--- src/rtl/smi_pkg.sv ---
package smi_pkg;
    localparam int FEAT_W       = 64;
    localparam int SMIEN_W      = 32;
    localparam int PMCON_W      = 16;
    localparam int CMD_W        = 8;

    localparam int FB_BCAST     = 0;
    localparam int FB_HOTPLUG   = 1;
    localparam int FB_HOTUNPLUG = 2;

    localparam int SMIEN_APM_BIT  = 5;
    localparam int SMIEN_FRZ_BIT  = 0;
    localparam int PMCON_LOCK_BIT = 4;

    localparam logic [CMD_W-1:0] CMD_ACPI_ON  = 8'hE1;
    localparam logic [CMD_W-1:0] CMD_ACPI_OFF = 8'h1E;

    typedef struct packed {
        logic              ok;
        logic [FEAT_W-1:0] neg;
        logic [FEAT_W-1:0] req;
    } feat_state_t;

    typedef struct packed {
        logic [SMIEN_W-1:0] smien;
        logic [PMCON_W-1:0] pmcon;
    } ctrl_state_t;
endpackage

--- src/rtl/smi_feat_neg.sv ---
module smi_feat_neg
    import smi_pkg::*;
#(
    parameter logic [FEAT_W-1:0] HOST_FEATURES = 64'h7
) (
    input  logic              clk,
    input  logic              rst_n,
    input  logic              req_wr,
    input  logic [FEAT_W-1:0] req_data,
    input  logic              confirm_wr,
    output logic              ok,
    output logic [FEAT_W-1:0] neg,
    output logic [FEAT_W-1:0] req
);
    feat_state_t st_d, st_q;
    logic bad_unsup, bad_bcast, bad_unplug, hp_any;

    always_comb begin
        st_d       = st_q;
        hp_any     = st_q.req[FB_HOTPLUG] | st_q.req[FB_HOTUNPLUG];
        bad_unsup  = |(st_q.req & ~HOST_FEATURES);
        bad_bcast  = hp_any & ~st_q.req[FB_BCAST];
        bad_unplug = st_q.req[FB_HOTUNPLUG] & ~st_q.req[FB_HOTPLUG];
        if (req_wr) begin
            st_d.req = req_data;
        end
        if (confirm_wr && !st_q.ok && !bad_unsup && !bad_bcast && !bad_unplug) begin
            st_d.ok  = 1'b1;
            st_d.neg = st_q.req;
        end
    end

    always_ff @(posedge clk) begin
        if (!rst_n) st_q <= '0;
        else        st_q <= st_d;
    end

    assign ok  = st_q.ok;
    assign neg = st_q.neg;
    assign req = st_q.req;

    assert_subset_R2: assert property (@(posedge clk) disable iff (!rst_n)
        st_q.ok |-> ((st_q.neg & ~HOST_FEATURES) == '0));
    assert_hp_needs_bcast_R3: assert property (@(posedge clk) disable iff (!rst_n)
        (st_q.ok && (st_q.neg[FB_HOTPLUG] || st_q.neg[FB_HOTUNPLUG])) |-> st_q.neg[FB_BCAST]);
    assert_unplug_needs_plug_R4: assert property (@(posedge clk) disable iff (!rst_n)
        (st_q.ok && st_q.neg[FB_HOTUNPLUG]) |-> st_q.neg[FB_HOTPLUG]);
    assert_locked_R6: assert property (@(posedge clk) disable iff (!rst_n)
        st_q.ok |=> (st_q.ok && $stable(st_q.neg)));
endmodule

--- src/rtl/smi_ctrl_regs.sv ---
module smi_ctrl_regs
    import smi_pkg::*;
(
    input  logic               clk,
    input  logic               rst_n,
    input  logic               smien_wr,
    input  logic [SMIEN_W-1:0] smien_data,
    input  logic               pmcon_wr,
    input  logic [PMCON_W-1:0] pmcon_data,
    output logic [SMIEN_W-1:0] smien,
    output logic [PMCON_W-1:0] pmcon,
    output logic               apm_en
);
    ctrl_state_t st_d, st_q;
    logic        lock;

    assign lock = st_q.pmcon[PMCON_LOCK_BIT];

    always_comb begin
        st_d = st_q;
        if (pmcon_wr) begin
            st_d.pmcon = pmcon_data;
            if (lock) st_d.pmcon[PMCON_LOCK_BIT] = 1'b1;
        end
        if (smien_wr) begin
            st_d.smien = smien_data;
            if (lock) st_d.smien[SMIEN_FRZ_BIT] = st_q.smien[SMIEN_FRZ_BIT];
        end
    end

    always_ff @(posedge clk) begin
        if (!rst_n) st_q <= '0;
        else        st_q <= st_d;
    end

    assign smien  = st_q.smien;
    assign pmcon  = st_q.pmcon;
    assign apm_en = st_q.smien[SMIEN_APM_BIT];

    assert_lock_sticky_R11: assert property (@(posedge clk) disable iff (!rst_n)
        lock |=> st_q.pmcon[PMCON_LOCK_BIT]);
    assert_frozen_bit_R12: assert property (@(posedge clk) disable iff (!rst_n)
        lock |=> $stable(st_q.smien[SMIEN_FRZ_BIT]));
endmodule

--- src/rtl/smi_apm_dispatch.sv ---
module smi_apm_dispatch
    import smi_pkg::*;
#(
    parameter int NUM_CPU   = 4,
    parameter int CPU_IDX_W = (NUM_CPU > 1) ? $clog2(NUM_CPU) : 1
) (
    input  logic                 clk,
    input  logic                 rst_n,
    input  logic                 apm_wr,
    input  logic [CMD_W-1:0]     apm_cmd,
    input  logic [CPU_IDX_W-1:0] apm_cpu,
    input  logic                 apm_en,
    input  logic                 bcast,
    output logic [NUM_CPU-1:0]   smi,
    output logic                 en_stb,
    output logic                 dis_stb,
    output logic                 acpi
);
    typedef struct packed {
        logic [NUM_CPU-1:0] smi;
        logic               en_stb;
        logic               dis_stb;
        logic               acpi;
    } disp_state_t;

    disp_state_t st_d, st_q;
    logic [NUM_CPU-1:0] one_hot;

    always_comb begin
        one_hot = '0;
        for (int i = 0; i < NUM_CPU; i++) begin
            if (apm_cpu == CPU_IDX_W'(i)) one_hot[i] = 1'b1;
        end
        st_d         = st_q;
        st_d.smi     = '0;
        st_d.en_stb  = 1'b0;
        st_d.dis_stb = 1'b0;
        if (apm_wr) begin
            if (apm_cmd == CMD_ACPI_ON) begin
                st_d.en_stb = 1'b1;
                st_d.acpi   = 1'b1;
            end else if (apm_cmd == CMD_ACPI_OFF) begin
                st_d.dis_stb = 1'b1;
                st_d.acpi    = 1'b0;
            end else if (apm_en) begin
                st_d.smi = bcast ? '1 : one_hot;
            end
        end
    end

    always_ff @(posedge clk) begin
        if (!rst_n) st_q <= '0;
        else        st_q <= st_d;
    end

    assign smi     = st_q.smi;
    assign en_stb  = st_q.en_stb;
    assign dis_stb = st_q.dis_stb;
    assign acpi    = st_q.acpi;

    assert_acpi_no_smi_R7: assert property (@(posedge clk) disable iff (!rst_n)
        (apm_wr && (apm_cmd == CMD_ACPI_ON || apm_cmd == CMD_ACPI_OFF)) |=> (st_q.smi == '0));
    assert_strobes_excl_R7: assert property (@(posedge clk) disable iff (!rst_n)
        $onehot0({st_q.en_stb, st_q.dis_stb}));
    assert_gate_R8: assert property (@(posedge clk) disable iff (!rst_n)
        !apm_en |=> (st_q.smi == '0));
    assert_single_target_R10: assert property (@(posedge clk) disable iff (!rst_n)
        (apm_wr && !bcast) |=> ($countones(st_q.smi) <= 1));
    assert_pulse_R9: assert property (@(posedge clk) disable iff (!rst_n)
        !apm_wr |=> (st_q.smi == '0));
endmodule

--- src/rtl/smi_negotiator.sv ---
module smi_negotiator
    import smi_pkg::*;
#(
    parameter int                NUM_CPU       = 4,
    parameter int                CPU_IDX_W     = (NUM_CPU > 1) ? $clog2(NUM_CPU) : 1,
    parameter logic [FEAT_W-1:0] HOST_FEATURES = 64'h7
) (
    input  logic                 clk,
    input  logic                 rst_n,
    input  logic                 req_wr,
    input  logic [63:0]          req_data,
    input  logic                 confirm_wr,
    input  logic                 apm_wr,
    input  logic [7:0]           apm_cmd,
    input  logic [CPU_IDX_W-1:0] apm_cpu,
    input  logic                 smien_wr,
    input  logic [31:0]          smien_data,
    input  logic                 pmcon_wr,
    input  logic [15:0]          pmcon_data,
    output logic [NUM_CPU-1:0]   smi_out,
    output logic                 acpi_en_stb,
    output logic                 acpi_dis_stb,
    output logic                 acpi_mode,
    output logic                 feat_ok,
    output logic [63:0]          feat_neg,
    output logic [63:0]          feat_req,
    output logic [31:0]          smien_q,
    output logic [15:0]          pmcon_q
);
    logic apm_en;

    smi_feat_neg #(.HOST_FEATURES(HOST_FEATURES)) u_feat (
        .clk(clk), .rst_n(rst_n),
        .req_wr(req_wr), .req_data(req_data), .confirm_wr(confirm_wr),
        .ok(feat_ok), .neg(feat_neg), .req(feat_req)
    );

    smi_ctrl_regs u_regs (
        .clk(clk), .rst_n(rst_n),
        .smien_wr(smien_wr), .smien_data(smien_data),
        .pmcon_wr(pmcon_wr), .pmcon_data(pmcon_data),
        .smien(smien_q), .pmcon(pmcon_q), .apm_en(apm_en)
    );

    smi_apm_dispatch #(.NUM_CPU(NUM_CPU), .CPU_IDX_W(CPU_IDX_W)) u_disp (
        .clk(clk), .rst_n(rst_n),
        .apm_wr(apm_wr), .apm_cmd(apm_cmd), .apm_cpu(apm_cpu),
        .apm_en(apm_en), .bcast(feat_neg[FB_BCAST]),
        .smi(smi_out), .en_stb(acpi_en_stb), .dis_stb(acpi_dis_stb), .acpi(acpi_mode)
    );
endmodule

--- config.mk ---
export PLATFORM = sky130hd
export DESIGN_NAME = smi_negotiator
export DESIGN_NICKNAME = d
export VERILOG_FILES = /design/src/rtl/smi_pkg.sv /design/src/rtl/smi_feat_neg.sv /design/src/rtl/smi_ctrl_regs.sv /design/src/rtl/smi_apm_dispatch.sv /design/src/rtl/smi_negotiator.sv
export SDC_FILE = /design/constraint.sdc
export NUM_CORES = 1
export LEC_CHECK = 0
export BUFFER_PORTS_ARGS = -buffer_cell sky130_fd_sc_hd__clkbuf_2
export CAP_MARGIN = 20
export CORE_MARGIN = 8
export CORE_UTILIZATION = 36
export DETAILED_ROUTE_END_ITERATION = 12
export HOLD_SLACK_MARGIN = 0.1
export PLACE_DENSITY = 0.67
export RECOVER_POWER = 25
export SLEW_MARGIN = 20
export SYNTH_ARGS = -nofsm -noshare
export SYNTH_HDL_FRONTEND = slang
export SYNTH_SLANG_ARGS = --single-unit
export TNS_END_PERCENT = 50
--- constraint.sdc ---
create_clock -name clk -period 1.86 [get_ports clk]
set_input_delay 0.186 -clock clk [delete_from_list [all_inputs] [get_ports clk]]
set_output_delay 0.186 -clock clk [all_outputs]
set_load 0.05 [all_outputs]
==> results.json <==
{
  "fin_ws_ps": 110,
  "fin_crit_sh_pct": 94.1,
  "synth_top_area_cell": "dfxtp_1",
  "max_cap_viol_count": 0,
  "post-cts-setup-buffers": 0,
  "clkTransAtPathRegs_ps": 70,
  "ys_seq_area_share_pct": 59.7,
  "wl_per_cell_um": 15.9,
  "crit_arrival_ps": 2050,
  "crit_buf_inv": 2,
  "cts-htree-levels": 4,
  "ys_types": 26,
  "drt-total-wl_um": 19700,
  "drc_errors": 0,
  "cp_max_fo": 61,
  "critPathTopFamily": "simple AND/OR/NAND/NOR gates",
  "clock_sinks": 184,
  "synth.area.top_cells": "dfxtp_1 (60%), mux2i_1 (18%), nor2_1 (7.3%)",
  "tightest_slew_ps": 1490,
  "crit_chain": "nor4_2, nand4_1, nor3_2, buf_4, a31oi_4, buf_12, and2_2",
  "place_ws_ps": 33.9,
  "max_freq_mhz": 572,
  "syn_to_final_growth_pct": 59.6,
  "p_leak_nw": 4.95,
  "cts_buffer_depth": 2,
  "fin_area_sq_mm": 0.00985,
  "dp_hpwl_um": 13700,
  "slew_viol_final": 0,
  "cts_tree": "yes",
  "power_w": 0.00916,
  "cp.required_ps": 2160,
  "avgSynthCellArea_sq_um": 10.9,
  "via_per_inst": 4.43,
  "core_sq_mm": 0.0170,
  "fillCellCount": 1422,
  "grt_overflow": 0,
  "layout.nets": 1134,
  "grt_first_pass_wirelength_um": 31300,
  "gp_congestion": 0.764,
  "critPathSlowestCell": "dfxtp_1",
  "initial_core_util_pct": 36.3,
  "synth-seq-cells": 184,
  "syn-cell-area_sq_mm": 0.00617,
  "vdd_drop_max_mv": 0.571,
  "hp-class": "in -> reg",
  "firstDrtPassIters": 4,
  "final_antenna_net_count": 0,
  "rows": 48,
  "grt_start_max_net_pins": 76,
  "via_count": 5501,
  "setup_viol": 0,
  "n_antenna_cell": 0,
  "layout-drive-gt1-share_pct": 39.7,
  "power_density_mw_per_mm2": 930,
  "die_y_um": 147,
  "critPathCaptureType": "flip-flop",
  "final_hold_viol_count": 0,
  "postSynthCellCount": 568,
  "synth.top_cell.area_share_pct": 59.7,
  "antenna_found_initial": 0,
  "track_usage_pct": 17.8,
  "die_x_um": 147,
  "finalSetupTns_ps": 0,
  "cts-root-buf": "clkbuf_16",
  "syn-num-nets": 697,
  "dieArea_sq_mm": 0.0216,
  "max_slew_margin_pct": 0.802,
  "numCtsBuffers": 17,
  "cp-start-kind": "flip-flop",
  "yosysWarnings": 0,
  "slowest_delay_ps": 330,
  "drt_iter0_markers": 132,
  "num_io_pins": 313,
  "port_buffers": 312,
  "grt_pass1_vias": 5940,
  "status": "finished, final reports clean",
  "placed_area_sq_mm": 0.00807,
  "clock_latency_ps": 420,
  "skew_ps": 11.0,
  "crit_type": "reg -> reg",
  "min_period_ps": 1750
}
## sequential cells by signal, summed over array words and instances (netlist names)
signal,count
u_feat.neg,64
u_feat.req,64
u_regs.smien,32
u_regs.pmcon,16
u_disp.smi,4
u_disp.acpi,1
u_disp.dis_stb,1
u_disp.en_stb,1
u_feat.ok,1
## synthesized netlist by cell type (all sizes together)
library cell	n
dfxtp	184
inv	4
o21ai	1
nor4	14
a31oi	1
nand3	2
or2	1
buf	16
nor3	2
nand2	9
nor2	120
and4	1
mux2i	114
nand4	4
and3	1
and2	61
nor2b	3
clkbuf	18
a21oi	8
clkinv	1
nor4b	3
## layout make-up
class,count,area (sq um),share of cell area (%)
Inverter,5,20.0,0.203
Multi-Input combinational cell,345,2350,23.9
Timing Repair Buffer,452,2930,29.8
Clock buffer,19,453,4.60
Clock inverter,13,128,1.30
Sequential cell,184,3680,37.4
Tap cell,225,282,2.86
## tightest hold or removal path: cells and delay by family
kind                   cells  cell delay (ps)
buffers and inverters      2              290
and+or+nand+nor            1               70
## through the flow
step / instances / hold slack (ps) / utilization, %
2_1_floorplan: 568 / 327 / -
3_3_place_gp: 1092 / 417 / 47.5
3_5_place_dp: 1092 / 424 / 47.5
4_1_cts: 1243 / 177 / 57.9
5_1_grt: 1243 / 188 / 58.0
6_report: 1243 / 185 / 58.0
## power by group
part	internal [W]	total [W]	switching [W]
Combinational	0.000555	0.00147	0.000914
Clock	0.00185	0.00351	0.00165
Sequential	0.00408	0.00419	0.000105
## cell families (layout without fill, tap and decap cells)
group / after synthesis / after routing / share of synthesized area, %
buf+inv: 39 / 489 / 2.80
simple gates: 221 / 221 / 18.1
compound gates: 10 / 10 / 0.933
mux: 114 / 114 / 18.5
flops: 184 / 184 / 59.7
## cell usage in the layout (no fill, tap or decap), drive strengths merged, types with 4 or more instances in the layout
cell         Yosys  layout
mux2i          114     114
a21oi            8       8
clkinv           1       4
and2            61      61
buf             16      17
dfxtp          184     184
inv              4      12
nand2            9       9
nand4            4       4
nor2           120     120
nor4            14      14
dlygate4sd3      0     119
clkbuf          18     335
## metal layers
metal	vias up	global-route usage, %	part of all wire [%]	routed length, um
met4	0	6.83	2.2	437
li1	2751	-	-	-
met5	-	0	0	0
met3	28	8.52	9.6	1900
met2	221	29.5	47	9270
met1	2501	19.5	41	8120
## path summary, 6_finish.rpt
path	from	end	slack, ps	cells after the start
max	u_feat.req[35]	u_feat.neg[48]	110	7
min reg2reg	u_feat.neg[21]	u_feat.neg[21]	460	1
min	rst_n	u_regs.smien[5]	180	3
max reg2reg	u_feat.req[35]	u_feat.neg[48]	110	7
## repair_timing
| item | CTS | global route |
|---|---|---|
| hold buffers | 119 | 0 |
| resized for setup | 0 | 6 |
| hold endpoints to repair | 117 | 0 |
| setup endpoints to repair | 0 | 61 |
(Power assumes the default switching activity.)
